### config.mk
export PLATFORM = sky130hd
export DESIGN_NAME = cfg_serial_slave
export DESIGN_NICKNAME = d
export VERILOG_FILES = /design/src/rtl/cfg_ser_pkg.sv /design/src/rtl/cfg_ser_sync.sv /design/src/rtl/cfg_ser_frame_rx.sv /design/src/rtl/cfg_ser_regfile.sv /design/src/rtl/cfg_serial_slave.sv
export SDC_FILE = /design/constraint.sdc
export NUM_CORES = 1
export LEC_CHECK = 0
export ABC_AREA = 1
export BUFFER_PORTS_ARGS = -buffer_cell sky130_fd_sc_hd__buf_2
export CORE_UTILIZATION = 30
export CTS_BUF_LIST = sky130_fd_sc_hd__clkbuf_4
export DETAILED_ROUTE_END_ITERATION = 7
export GPL_TIMING_DRIVEN = 0
export PLACE_DENSITY = 0.5
export SLEW_MARGIN = 25
export SYNTH_ARGS = -nofsm -noshare
export SYNTH_HDL_FRONTEND = slang
export SYNTH_HIERARCHICAL = 1
export SYNTH_SLANG_ARGS = --single-unit
### constraint.sdc
create_clock -name clk_i -period 2.4 [get_ports clk_i]
set_clock_uncertainty 0.1 [all_clocks]
set_input_delay 0.48 -clock clk_i [delete_from_list [all_inputs] [get_ports clk_i]]
set_output_delay 0.48 -clock clk_i [all_outputs]
set_load 0.01 [all_outputs]
### src/rtl/cfg_ser_pkg.sv
package cfg_ser_pkg;
  typedef enum logic [2:0] {
    ST_ARMED,
    ST_RW,
    ST_ADDR,
    ST_DATA,
    ST_STOP1,
    ST_STOP2,
    ST_WAIT_IDLE
  } rx_state_e;
endpackage

### src/rtl/cfg_ser_sync.sv
module cfg_ser_sync #(
  parameter int unsigned WIDTH = 3
) (
  input  logic             clk_i,
  input  logic             rst_ni,
  input  logic [WIDTH-1:0] d_i,
  output logic [WIDTH-1:0] q_o
);
  for (genvar i = 0; i < WIDTH; i++) begin : g_bit
    logic meta_q, sync_q;
    always_ff @(posedge clk_i or negedge rst_ni) begin
      if (!rst_ni) begin
        meta_q <= 1'b1;
        sync_q <= 1'b1;
      end else begin
        meta_q <= d_i[i];
        sync_q <= meta_q;
      end
    end
    assign q_o[i] = sync_q;
  end
endmodule

### src/rtl/cfg_ser_frame_rx.sv
module cfg_ser_frame_rx
  import cfg_ser_pkg::*;
#(
  parameter int unsigned ADDR_W = 5,
  parameter int unsigned DATA_W = 8
) (
  input  logic              clk_i,
  input  logic              rst_ni,
  input  logic              sck_i,
  input  logic              sdi_i,
  input  logic              en_idle_i,
  input  logic [DATA_W-1:0] rd_data_i,
  output logic [ADDR_W-1:0] rd_addr_o,
  output logic              wr_en_o,
  output logic [ADDR_W-1:0] wr_addr_o,
  output logic [DATA_W-1:0] wr_data_o,
  output logic              commit_o,
  output logic              sck_rise_o,
  output logic              sdo_o,
  output logic              sdo_oe_o
);
  localparam int unsigned MAX_W = (ADDR_W > DATA_W) ? ADDR_W : DATA_W;
  localparam int unsigned CNT_W = $clog2(MAX_W);

  rx_state_e         state_q;
  logic [CNT_W-1:0]  cnt_q;
  logic              rw_q;
  logic [ADDR_W-1:0] addr_q;
  logic [DATA_W-1:0] data_q;
  logic [DATA_W-1:0] tx_q;
  logic              sck_q, en_q;
  logic              sck_rise, sck_fall;

  assign sck_rise   = sck_i & ~sck_q;
  assign sck_fall   = ~sck_i & sck_q;
  assign sck_rise_o = sck_rise;
  assign rd_addr_o  = {addr_q[ADDR_W-2:0], sdi_i};
  assign wr_addr_o  = addr_q;
  assign wr_data_o  = data_q;

  always_ff @(posedge clk_i or negedge rst_ni) begin
    if (!rst_ni) begin
      state_q  <= ST_ARMED;
      cnt_q    <= '0;
      rw_q     <= 1'b0;
      addr_q   <= '0;
      data_q   <= '0;
      tx_q     <= '0;
      sck_q    <= 1'b1;
      en_q     <= 1'b1;
      wr_en_o  <= 1'b0;
      commit_o <= 1'b0;
      sdo_o    <= 1'b0;
      sdo_oe_o <= 1'b0;
    end else begin
      sck_q    <= sck_i;
      en_q     <= en_idle_i;
      wr_en_o  <= 1'b0;
      commit_o <= en_idle_i & ~en_q;
      if (en_idle_i) begin
        // enable high: abort any frame, release the pad
        state_q  <= ST_ARMED;
        sdo_oe_o <= 1'b0;
      end else begin
        if (sck_rise && state_q == ST_DATA && rw_q) begin
          sdo_o    <= tx_q[DATA_W-1];
          tx_q     <= {tx_q[DATA_W-2:0], 1'b1};
          sdo_oe_o <= 1'b1;
        end
        if (sck_fall) begin
          unique case (state_q)
            ST_ARMED: if (!sdi_i) state_q <= ST_RW;
            ST_RW: begin
              rw_q    <= sdi_i;
              cnt_q   <= '0;
              state_q <= ST_ADDR;
            end
            ST_ADDR: begin
              addr_q <= {addr_q[ADDR_W-2:0], sdi_i};
              if (cnt_q == CNT_W'(ADDR_W - 1)) begin
                cnt_q   <= '0;
                state_q <= ST_DATA;
                if (rw_q) tx_q <= rd_data_i;
              end else begin
                cnt_q <= cnt_q + 1'b1;
              end
            end
            ST_DATA: begin
              data_q <= {data_q[DATA_W-2:0], sdi_i};
              if (cnt_q == CNT_W'(DATA_W - 1)) begin
                state_q  <= ST_STOP1;
                sdo_oe_o <= 1'b0;
              end else begin
                cnt_q <= cnt_q + 1'b1;
              end
            end
            ST_STOP1: state_q <= sdi_i ? ST_STOP2 : ST_WAIT_IDLE;
            ST_STOP2: begin
              if (sdi_i && !rw_q) wr_en_o <= 1'b1;
              state_q <= ST_WAIT_IDLE;
            end
            ST_WAIT_IDLE: if (sdi_i) state_q <= ST_ARMED;
            default: state_q <= ST_WAIT_IDLE;
          endcase
        end
      end
    end
  end
endmodule

### src/rtl/cfg_ser_regfile.sv
module cfg_ser_regfile #(
  parameter int unsigned ADDR_W  = 5,
  parameter int unsigned DATA_W  = 8,
  parameter logic [DATA_W-1:0] RST_VAL = 8'hA5
) (
  input  logic                             clk_i,
  input  logic                             rst_ni,
  input  logic                             wr_en_i,
  input  logic [ADDR_W-1:0]                wr_addr_i,
  input  logic [DATA_W-1:0]                wr_data_i,
  input  logic                             commit_i,
  input  logic [ADDR_W-1:0]                rd_addr_i,
  output logic [DATA_W-1:0]                rd_data_o,
  output logic [(DATA_W<<ADDR_W)-1:0]      cfg_o
);
  localparam int unsigned NUM_REGS = 1 << ADDR_W;

  logic [DATA_W-1:0] live_w [NUM_REGS];

  for (genvar i = 0; i < NUM_REGS; i++) begin : g_reg
    logic hit;
    assign hit = wr_en_i && (wr_addr_i == ADDR_W'(i));
    if (i == 0) begin : g_bit
      // one-bit register: MSB kept, ones below
      logic shadow_q, live_q;
      always_ff @(posedge clk_i or negedge rst_ni) begin
        if (!rst_ni) begin
          shadow_q <= RST_VAL[DATA_W-1];
          live_q   <= RST_VAL[DATA_W-1];
        end else begin
          if (hit)      shadow_q <= wr_data_i[DATA_W-1];
          if (commit_i) live_q   <= shadow_q;
        end
      end
      assign live_w[i] = {live_q, {(DATA_W-1){1'b1}}};
    end else begin : g_word
      logic [DATA_W-1:0] shadow_q, live_q;
      always_ff @(posedge clk_i or negedge rst_ni) begin
        if (!rst_ni) begin
          shadow_q <= RST_VAL;
          live_q   <= RST_VAL;
        end else begin
          if (hit)      shadow_q <= wr_data_i;
          if (commit_i) live_q   <= shadow_q;
        end
      end
      assign live_w[i] = live_q;
    end
    assign cfg_o[i*DATA_W +: DATA_W] = live_w[i];
  end

  assign rd_data_o = live_w[rd_addr_i];
endmodule

### src/rtl/cfg_serial_slave.sv
module cfg_serial_slave #(
  parameter int unsigned ADDR_W  = 5,
  parameter int unsigned DATA_W  = 8,
  parameter logic [DATA_W-1:0] RST_VAL = 8'hA5
) (
  input  logic                        clk_i,
  input  logic                        rst_ni,
  input  logic                        sck_i,
  input  logic                        sdi_i,
  input  logic                        en_ni,
  output logic                        sdo_o,
  output logic                        sdo_oe_o,
  output logic [(DATA_W<<ADDR_W)-1:0] cfg_o
);
  logic [2:0]        sync_s;
  logic              sck_s, sdi_s, en_s;
  logic [ADDR_W-1:0] rd_addr, wr_addr;
  logic [DATA_W-1:0] rd_data, wr_data;
  logic              wr_en, commit, sck_rise;

  cfg_ser_sync #(.WIDTH(3)) u_sync (
    .clk_i (clk_i),
    .rst_ni(rst_ni),
    .d_i   ({en_ni, sdi_i, sck_i}),
    .q_o   (sync_s)
  );
  assign sck_s = sync_s[0];
  assign sdi_s = sync_s[1];
  assign en_s  = sync_s[2];

  cfg_ser_frame_rx #(.ADDR_W(ADDR_W), .DATA_W(DATA_W)) u_rx (
    .clk_i     (clk_i),
    .rst_ni    (rst_ni),
    .sck_i     (sck_s),
    .sdi_i     (sdi_s),
    .en_idle_i (en_s),
    .rd_data_i (rd_data),
    .rd_addr_o (rd_addr),
    .wr_en_o   (wr_en),
    .wr_addr_o (wr_addr),
    .wr_data_o (wr_data),
    .commit_o  (commit),
    .sck_rise_o(sck_rise),
    .sdo_o     (sdo_o),
    .sdo_oe_o  (sdo_oe_o)
  );

  cfg_ser_regfile #(.ADDR_W(ADDR_W), .DATA_W(DATA_W), .RST_VAL(RST_VAL)) u_rf (
    .clk_i    (clk_i),
    .rst_ni   (rst_ni),
    .wr_en_i  (wr_en),
    .wr_addr_i(wr_addr),
    .wr_data_i(wr_data),
    .commit_i (commit),
    .rd_addr_i(rd_addr),
    .rd_data_o(rd_data),
    .cfg_o    (cfg_o)
  );
endmodule

======== Yosys cells after proc, flatten, opt, wreduce, memory -nomap -nowiden ========
Index checks and enable logic that the tools add are counted.
operators by class
  reductions and logical operators ........ 46
  bitwise operators ....................... 8
  add/subtract/negate cells ............... 1
  $lt $le $gt $ge ......................... 1
  mux-type cells .......................... 28
  equality and inequality tests ........... 44
operators with widths
  cell                 count
  $eq 5x5->1 const B   16
  $mux 8               7
  $bmux 8 s5           1
  $eq 5x4->1 const B   8
  $logic_and 1x1->1    35
  $mux 3               8
  $eq 5x3->1 const B   4
  $pmux 3 s6           1
  $eq 3x3->1 const B   5
  $eq 5x2->1 const B   2
  $mux 1               9
  $ne 3x3->1 const B   3
  $pmux 3 s3           1
  $reduce_and 3->1     3
  $eq 3x2->1 const B   2
  $ge 6x6->1 const B   1
  $not 5->6            1
  $eq 5x1->1 const B   1
  $logic_not 5->1      1
  $reduce_and 5->1     1
  $not 1->1            4
  $reduce_and 4->1     1
  $add 3x1->3 const B  1
  $and 1x1->1          3
  9 further kinds      9
storage, ports and cells
  word-level logic and storage cells ...... 210
  input bits .............................. 5
  bits in registers ....................... 538
  output and inout bits ................... 258

======== Longest topological paths before layout ========
Gate-level depths: netlist of run 1.
  depth after elaboration ................. 9
  depth in mapped cells ................... 18
  depth with buffers taken out ............ 13

======== Modules after synthesis ========
Netlist of run 1, hierarchy kept.
by module, submodules not included
  module            area an instance (um2)  times used  cells an instance  sequential area each (um2)
  cfg_ser_regfile   21260.4                 1           2086               12774.8
  cfg_ser_frame_rx  1880.6                  1           215                853.3
  cfg_ser_sync      180.2                   1           9                  157.7

======== Worst setup path after synthesis of run 1 ========
OpenSTA, ideal clock, no wires.
  path type ............................... register -> register
  start ................................... reg u_sync.g_bit[1].sync_q
  end ..................................... reg u_rx.tx_q[7]
  setup time .............................. 0.118 ns
  path buffers ............................ 5
  data arrival time ....................... 1.839 ns
  clock period less this slack ............ 2.057 ns
  slack ................................... 0.343 ns
  stages on the path, launching flop included .. 19
  data required time ...................... 2.182 ns
  cell sequence ........................... dfstp_2 buf_4 buf_4 buf_2 inv_2 buf_4 buf_4 nand2_1 nand3_1 nand3_1 nand2_1 nand2_1 nand2_1 nand2_1 nand2_1 inv_1 nand4_1 nand3_1 nand2_1
between the ends
  cells in the longest elaborated chain, start to end .. 8
RTL lines
  what                                        line                    RTL
  start: declaration                          cfg_ser_sync.sv:10      logic meta_q, sync_q;
  start signal: assignment                    cfg_ser_sync.sv:17      sync_q <= meta_q;
  $not 5->6 (not written as such)             cfg_ser_regfile.sv:52   assign rd_data_o = live_w[rd_addr_i];
  $bmux 8 s5                                  cfg_ser_regfile.sv:52
  $mux 8 (not written as such) (2 in series)  cfg_ser_regfile.sv:52
  net rd_data[7]                              cfg_serial_slave.sv:18  logic [DATA_W-1:0] rd_data, wr_data;
  $mux 8                                      cfg_ser_frame_rx.sv:83  if (rw_q) tx_q <= rd_data_i;
  $mux 8                                      cfg_ser_frame_rx.sv:80  if (cnt_q == CNT_W'(ADDR_W - 1)) begin
  $mux 8                                      cfg_ser_frame_rx.sv:71  unique case (state_q)
  $mux 8                                      cfg_ser_frame_rx.sv:70  if (sck_fall) begin
  end signal: assignment                      cfg_ser_frame_rx.sv:67  tx_q <= {tx_q[DATA_W-2:0], 1'b1};
  end signal: assignment                      cfg_ser_frame_rx.sv:83
  end: declaration                            cfg_ser_frame_rx.sv:30  logic [DATA_W-1:0] tx_q;
The timed path passes the listed nets, and every way through them passes these cells. The select of a mux whose other input is x is not followed.
A chain may end at the register's enable or synchronous reset.

======== Final worst setup path of run 1 ========
  start ................................... reg u_rf.g_reg[21].g_word.live_q[0]
  end ..................................... out cfg_o[168]
RTL lines
  what                      line                    RTL
  start: declaration        cfg_ser_regfile.sv:37   logic [DATA_W-1:0] shadow_q, live_q;
  start signal: assignment  cfg_ser_regfile.sv:44   if (commit_i) live_q <= shadow_q;
  end: declaration          cfg_serial_slave.sv:13  output logic [(DATA_W<<ADDR_W)-1:0] cfg_o
No word-level cell between the ends.

==> results of run 1 <==
[area by class of cell]
class	count	area share, %
Sequential cell	538	46.5
Multi-Input combinational cell	1530	28.7
Timing Repair Buffer	337	8.05
Tap cell	1030	4.34
Buffer	163	4.11
Antenna cell	1	0.00844
Clock inverter	48	1.07
Inverter	81	1.05
Clock buffer	243	6.15
[state kept, by name, summed over array words and instances (netlist names), 3 cells and up, named ones only]
register / count
u_rf/g.g_word.live_q: 248
u_rf/g.g_word.shadow_q: 248
u_rx/wr_data_o: 8
u_rx/wr_addr_o: 5
u_rx/cnt_q: 3
u_rx/state_q: 3
u_sync/g_bit.meta_q: 3
u_sync/g_bit.sync_q: 3
[worst max-delay path by stage]
stage | start | depth (start not counted) | endpoint | slack (ns)
6_report | u_rf/g_reg[21].g_word.live_q[0]$_DFFE_PN1P_ | 1 | cfg_o[168] | 0.08
5_1_grt | u_sync/g_bit[1].sync_q$_DFF_PN1_ | 15 | flop | -0.03
4_1_cts | u_rf/g_reg[19].g_word.live_q[0]$_DFFE_PN1P_ | 1 | cfg_o[152] | -0.01
3_5_place_dp | u_sync/g_bit[1].sync_q$_DFF_PN1_ | 16 | flop | -0.55
3_3_place_gp | rst_ni | 1 | u_rf/g_reg[16].g_word.shadow_q[4]$_DFFE_PN0P_ | -10.02
2_1_floorplan | u_sync/g_bit[1].sync_q$_DFF_PN1_ | 18 | u_rx/tx_q[7]$_DFFE_PN0N_ | 0.34
[through the flow]
step                TNS (ns)  cells  utilization [%]  setup WS (ns)
CTS                  -0.0546   3959             38.2        -0.0146
detailed placement     -3.82   3606             34.1         -0.547
finish                     0   3971             38.8         0.0841
global route         -0.0488   3971             38.8        -0.0302
floorplan                  0   2315                -          0.343
global placement    -4474.11   3600             33.9         -10.02
[layout by cell type, fill, tap and decap left out, types with 7 or more instances in the layout]
master,instances
buf_12,11
nand3_2,33
buf_6,50
conb_1,7
o21ai_0,240
dfstp_2,258
nand2_2,23
nand2_1,697
dlygate4sd3_1,9
clkbuf_1,36
nor2_1,24
nand3_1,178
nor2_4,9
buf_2,255
clkbuf_4,254
inv_1,75
buf_8,9
mux2_2,212
clkinv_1,29
nand4_1,10
buf_4,102
o21ai_1,64
dfrtp_1,280
[power by group through the flow]
stage               Clock [W]  Sequential, W  Combinational, W
finish                0.00919        0.00924           0.00434
global route          0.00996        0.00925           0.00455
CTS                   0.00950        0.00924           0.00402
detailed placement          0        0.00939           0.00386
global placement            0        0.00938           0.00381
floorplan                   0        0.00937           0.00207
[per-layer routing]
| layer | up-vias | track usage, % | part of all wire, % |
|---|---|---|---|
| met4 | 0 | 10.3 | 3.5 |
| met5 | - | 0 | 0 |
| met3 | 163 | 6.14 | 7.9 |
| met2 | 802 | 35.8 | 46 |
| li1 | 8722 | - | - |
| met1 | 9896 | 29.2 | 42 |
[repair_timing]
item,CTS,global route
pin swaps,9,15
cloned,0,6
setup buffers,56,4
hold buffers,9,0
endpoints found under the setup margin,79,10
endpoints found under the hold margin,316,0
gates resized for setup,120,79
==> summary.txt, run 1 <==
Critical path
  – CP Launch Type: flop
  – CP Class: flop to output port
  – Critical path's largest stage delay: 0.60 ns
  – CP arrival: 1.74 ns
  – Crit Path Max Fanout: 3
  – Worst-case reg-to-reg path depth: 16
  – Critical Path RT: around 1.8 ns
  – Top delay family on crit path: flip-flops
  – Critical Path End Type: output port
  – CP Buf/Inv Count: 1
  – Critical path cell sequence: buf_6
  – Crit-path slowest cell: dfstp_2
  – RR Startpoint: u_sync/g_bit[1].sync_q$_DFF_PN1_
  – R2r setup slk: about 0.09 ns

STA
  – Achievable clock frequency: 0.432 GHz
  – Final setup viols: 0
  – RSZ-0062 raised after global routing: true
  – Worst-Margin Slew: 1.02 ns
  – Fin crit share: a little over nine tenths
  – Tmin final: 2.32 ns
  – WHS: roughly 0.25 ns
  – Final hold viol count: 0
  – Max-slew headroom: 31.7%
  – Slew Limit Fails: 0

Floorplan
  – Core ar.: between 70000 and 80000 um2
  – Initial Utilization: 30.5%
  – Row cnt: a little over 100
  – Die width: 281 um
  – Chip height: roughly 280 um
  – IO Count: around 260
  – Die area: 78800 um2

Route
  – Antenna violation net count after detailed routing: 0
  – Routed Wire Length: 90600 um
  – Avg WL per Cell: approximately 23 um
  – Vias post-DR: between 15k and 20k
  – DRC: 0
  – First-pass DRT Iterations: 5
  – DRT iter0 DRCs: approximately 1.9k
  – Vias per cell: between 4 and 5

Power and ir drop
  – Switching share of total power: 32.8%
  – Sequential Power Share: between 40% and 50%
  – Pleak: about 14 nW
  – Tot Pwr: 0.0228 W
  – VDD IR max: about 320 uV
  – Pwr per Cell Area: ~770 nW/um2
  – Combinational power share: about a fifth
  – Psw: around 0.0075 W
  – Clk pwr share: about two fifths
  – Power Internal: 0.0153 W

Hold path
  – Worst hold path startpoint: u_sync/g_bit[1].meta_q$_DFF_PN1_
  – Hold Path End: u_sync/g_bit[1].sync_q$_DFF_PN1_
  – WHS Path Cells: 0
  – Worst hold path class: flop to flop

Yosys
  – Synth Warn #: 6
  – Synth Area per Inst: about 10 um2
  – Post-synthesis instance area: ~23000 um2
  – Synth Instances: between 2k and 2.5k

Flow run
  – Max Cap Viol: 0

Final layout
  – Area growth from synthesis to layout: 27.2%
  – # fillers: between 7k and 8k
  – Reg area: 13800 um2
  – Final nets: 2815
  – Multi-input logic area: approximately 8500 um2
  – Final Cell Area: 29700 um2
  – Fraction of layout cells with a size suffix above 1: between 40% and 50%

Clock tree
  – TritonCTS clock tree: yes
  – Sink Count: between 500 and 600
  – Root buffer cell: clkbuf_4
  – TritonCTS Buffers: 156
  – Clock Latency Late Sink: about 1.0 ns
  – CTS clock-pin slew for the worst setup and hold paths: roughly 0.060 ns
  – Clock buffer depth: 3
  – H-tree Lvls: 4

Placement
  – GP Congestion: a little over 0.9
  – Hpwl dp: approximately 64000 um
  – Cell Area, Placed: 26100 um2
  – # port buffers: around 260

Global routing
  – Gr usage total: 22.8%
  – Total grt overflow: 0
  – Number of global-route vias before repair: about 20k
  – Largest net degree at the start of global routing: between 90 and 100
  – Initial antenna violation count: 4
  – First-pass GRT wire length: between 100000 and 150000 um

Status
  – Status: finished, final reports clean
Power figures use the tool's default switching activity.
==> run 2, diff against run 1 <==
--- a/config.mk
+++ b/config.mk
@@ -7,3 +7,2 @@
 export LEC_CHECK = 0
-export ABC_AREA = 1
 export BUFFER_PORTS_ARGS = -buffer_cell sky130_fd_sc_hd__buf_2
@@ -12,4 +11,5 @@
 export DETAILED_ROUTE_END_ITERATION = 7
+export GPL_ROUTABILITY_DRIVEN = 0
 export GPL_TIMING_DRIVEN = 0
-export PLACE_DENSITY = 0.5
+export PLACE_DENSITY = 0.51
 export SLEW_MARGIN = 25
--- a/constraint.sdc
+++ b/constraint.sdc
@@ -4,2 +4,2 @@
 set_output_delay 0.48 -clock clk_i [all_outputs]
-set_load 0.01 [all_outputs]
+set_load 0.005 [all_outputs]
==> summary.txt, run 2 <==
Status
  – Status: finished, violations left
  – Failing checks: negative setup slack

Critical path
  – Crit Path Max Fanout: 8 (+5)
  – Top delay family on crit path: compound AO/OA/AOI/OAI gates
  – CP Buf/Inv Count: 3 (+2)
  – Crit-path slowest cell: mux4_2
  – CP most frequent cell: a22o_1
  – Critical Path End Type: flop
  – CP Class: flop to flop
  – Critical path's largest stage delay: 0.58 ns (-0.02 ns)
  – Critical Path RT: 3.14 ns (+1.32 ns)
  – Critical path cell sequence: buf_6, buf_12, buf_16, mux4_2, mux2i_1, o22ai_2, a31o_2, a22o_1, a22o_1
  – CP arrival: 3.44 ns (+1.70 ns)
  – CP Launch Type: flop

Global routing
  – Largest net degree at the start of global routing: 95 (-3.1%)
  – Gr usage total: 20.0% (-2.7 points)
  – Total grt overflow: 0 (unchanged)
  – Number of global-route vias before repair: 15.3k (-23%)
  – Initial antenna violation count: 5 (+1)
  – First-pass GRT wire length: 110000 um (-16%)

Clock tree
  – Clock buffer depth: 3 (unchanged)
  – TritonCTS Buffers: 149 (-4.5%)
  – Clock Latency Late Sink: 0.99 ns (-0.04 ns)
  – Root buffer cell: clkbuf_4
  – H-tree Lvls: 4 (unchanged)
  – CTS clock-pin slew for the worst setup and hold paths: 0.07 ns (about the same)
  – TritonCTS clock tree: yes
  – Sink Count: 538 (unchanged)

Route
  – First-pass DRT Iterations: 6 (+1)
  – Vias post-DR: 14.7k (-25%)
  – Routed Wire Length: 77900 um (-14%)
  – Antenna violation net count after detailed routing: 0 (unchanged)
  – Avg WL per Cell: 26.0 um (+14%)
  – Vias per cell: 4.91 (-0.46%)
  – DRC: 0 (unchanged)
  – DRT iter0 DRCs: 843 (-55%)

Floorplan
  – IO Count: 263 (unchanged)
  – Initial Utilization: 30.5% (about the same)
  – Chip height: 278 um (-1.1%)
  – Row cnt: 100 (-0.99%)
  – Core ar.: 74800 um2 (-2.1%)
  – Die width: 278 um (-1.1%)
  – Die area: 77100 um2 (-2.2%)

Yosys
  – Synth top area cells: dfrtp_1 (31%), dfstp_2 (30%), mux2_2 (26%), mux4_2 (5.2%), mux2i_1 (1.4%)
  – Post-synthesis sequential area ratio: between 60% and 70%
  – Synth Area in Compound Gates: under 10%
  – Post-synth EDFFs: 0
  – Yosys reg bits: between 500 and 600
  – Mux share of post-synthesis cell area: 32.2%
  – Synth Instances: 1432 (-38%)
  – Largest family of logic cells by synthesized area: multiplexers
  – Cell taking the most area after synthesis: dfrtp_1
  – Synth Warn #: 6 (unchanged)
  – Async set-or-reset flop fraction in the synthesized netlist: 100%
  – Main synth FF type: dfrtp_1
  – Post-synthesis adder-cell area fraction: less than 1%
  – Post-synthesis instance area: 22800 um2 (-2.2%)
  – Most common library cells after synthesis: mux2_2 (519), dfrtp_1 (280), dfstp_2 (258), clkbuf_1 (67), mux4_2 (53)
  – Simple-gate share of the synthesized area: 2.46%
  – Synth Area per Inst: 15.9 um2 (+58%)
  – Synth unique cells: 55
  – Count leader, synth: mux2_2
  – Post-synth top area share: between 30% and 40%
  – XOR/XNOR share of the synthesized area: less than 1%

Flow run
  – Max Cap Viol: 0 (unchanged)

Placement
  – # port buffers: 255 (unchanged)
  – Hpwl dp: 53500 um (-17%)
  – # placed instances: 2669 (-26%)
  – Place WS: -1.14 ns (-0.592 ns)

Final layout
  – Multi-input logic area: 8810 um2 (+3.4%)
  – Area growth from synthesis to layout: 25.6%
  – Reg area: 13800 um2 (about the same)
  – Non-Filler Instances: 2990 (-25%)
  – Most common cell after layout, fill and taps aside: mux2_2
  – Fraction of layout cells with a size suffix above 1: 74.9% (+31 points)
  – # fillers: 7199 (-7.6%)
  – Finished Core Util: 38.3% (-0.53 points)
  – Commonest non-fill, non-tap cells in the layout: mux2_2 (514), dfrtp_1 (278), dfstp_2 (258)
  – Final nets: 1897 (-33%)

Power and ir drop
  – Pwr per Cell Area: 653 nW/um2 (-15%)
  – VDD IR max: 325 uV (+0.71%)
  – Pleak: 13.5 nW (-2.3%)

Hold path
  – Worst hold path class: input pin to flop

STA
  – Slew Limit Fails: 0 (unchanged)
  – Final hold viol count: 0 (unchanged)
  – Achievable clock frequency: 0.370 GHz (-14%)
  – Final setup viols: 8 (+8)
  – Max-slew headroom: 25.5% (-6.2 points)
  – Worst-Margin Slew: 1.12 ns (+0.0934 ns)
  – Setup tns final: -1.96 ns (-1.96 ns)
  – RSZ-0062 raised after global routing: true
  – Setup WS post-layout: -0.303 ns (-0.387 ns)
  – Fin crit share: 113% (+16 points)
  – Tmin final: 2.70 ns (+0.387 ns)
[run 2: changes by cell type in the layout (fill, tap and decap cells not counted), moves of 61 or more]
cell | before | now
buf_4 | 102 | 41
inv_1 | 75 | 7
mux2_2 | 212 | 514
nand2_1 | 697 | 25
nand3_1 | 178 | 7
o21ai_0 | 240 | 6
o21ai_1 | 64 | 0
[run 2: stage by stage]
step / hold slack [ns] / cell area [um2] / power [W]
after floorplan: 0.0844 / 22900 / 0.00957
after global placement: 0.248 / 25300 / 0.00988
after detailed placement: 0.247 / 25600 / 0.00993
after CTS: 0.0000889 / 28200 / 0.0190
after global routing: -0.0435 / 28600 / 0.0196
final: 0.0954 / 28600 / 0.0187
[run 2: worst paths after layout]
| kind | startpoint | end | slack (ns) | cells after the start |
|---|---|---|---|---|
| max | u_rx/wr_addr_o[0]$_DFFE_PN0P_ | flop | -0.30 | 9 |
| min | sck_i | u_sync/g_bit[0].meta_q$_DFF_PN1_ | 0.1 | 2 |
| max reg2reg | u_rx/wr_addr_o[0]$_DFFE_PN0P_ | flop | -0.30 | 9 |
| min reg2reg | u_sync/g_bit[1].meta_q$_DFF_PN1_ | u_sync/g_bit[1].sync_q$_DFF_PN1_ | 0.26 | 0 |
| max in group asynchronous | rst_ni | u_rf/g_reg[22].g_word.live_q[7]$_DFFE_PN1P_ | 0.15 | 11 |
| min in group asynchronous | rst_ni | u_rf/g_reg[24].g_word.shadow_q[6]$_DFFE_PN0P_ | 0.72 | 8 |
[run 2: cells by family (layout without fill, tap and decap cells)]
group,after synthesis,after routing
multiplexers,603,603
flip-flops,538,538
buffers and inverters,116,692
AND/OR/NAND/NOR,103,103
AO/OA/AOI/OAI,67,67
adder cells (fa/ha/maj),3,3
other,1,14
XOR/XNOR,1,1
[run 2: routing by layer]
| layer | share of wire [%] | global-route usage (%) | wire length (um) |
|---|---|---|---|
| met1 | 42 | 25.4 | 32900 |
| met2 | 49 | 32.6 | 38200 |
| met3 | 6.5 | 5.55 | 5090 |
| met4 | 2.1 | 7.38 | 1630 |
| met5 | 0.042 | 0 | 33 |
[run 2: area by class of cell]
cell class,instances,area share [%]
Timing Repair Buffer,306,7.24
Inverter,9,0.135
Tap cell,969,4.23
Clock buffer,237,6.21
Buffer,101,2.39
Clock inverter,39,0.808
Sequential cell,538,48.1
Multi-Input combinational cell,784,30.8
Antenna cell,7,0.0612
[run 2: repair_timing]
action                                  CTS  global route
pin swaps                                 9            13
gates resized for setup                  92            58
gates cloned                              1             4
setup buffers                            16            11
endpoints found under the setup margin  201           242
hold endpoints to repair                165             0
hold buffers                             12             0
[run 2: report_power, final]
group | switching [W] | internal, W | leakage, nW
clock | 0.00397 | 0.00480 | 1.21
sequential | 0.0000126 | 0.00911 | 6.57
combinational | 0.000496 | 0.000306 | 5.77
total | 0.00448 | 0.0142 | 13.5
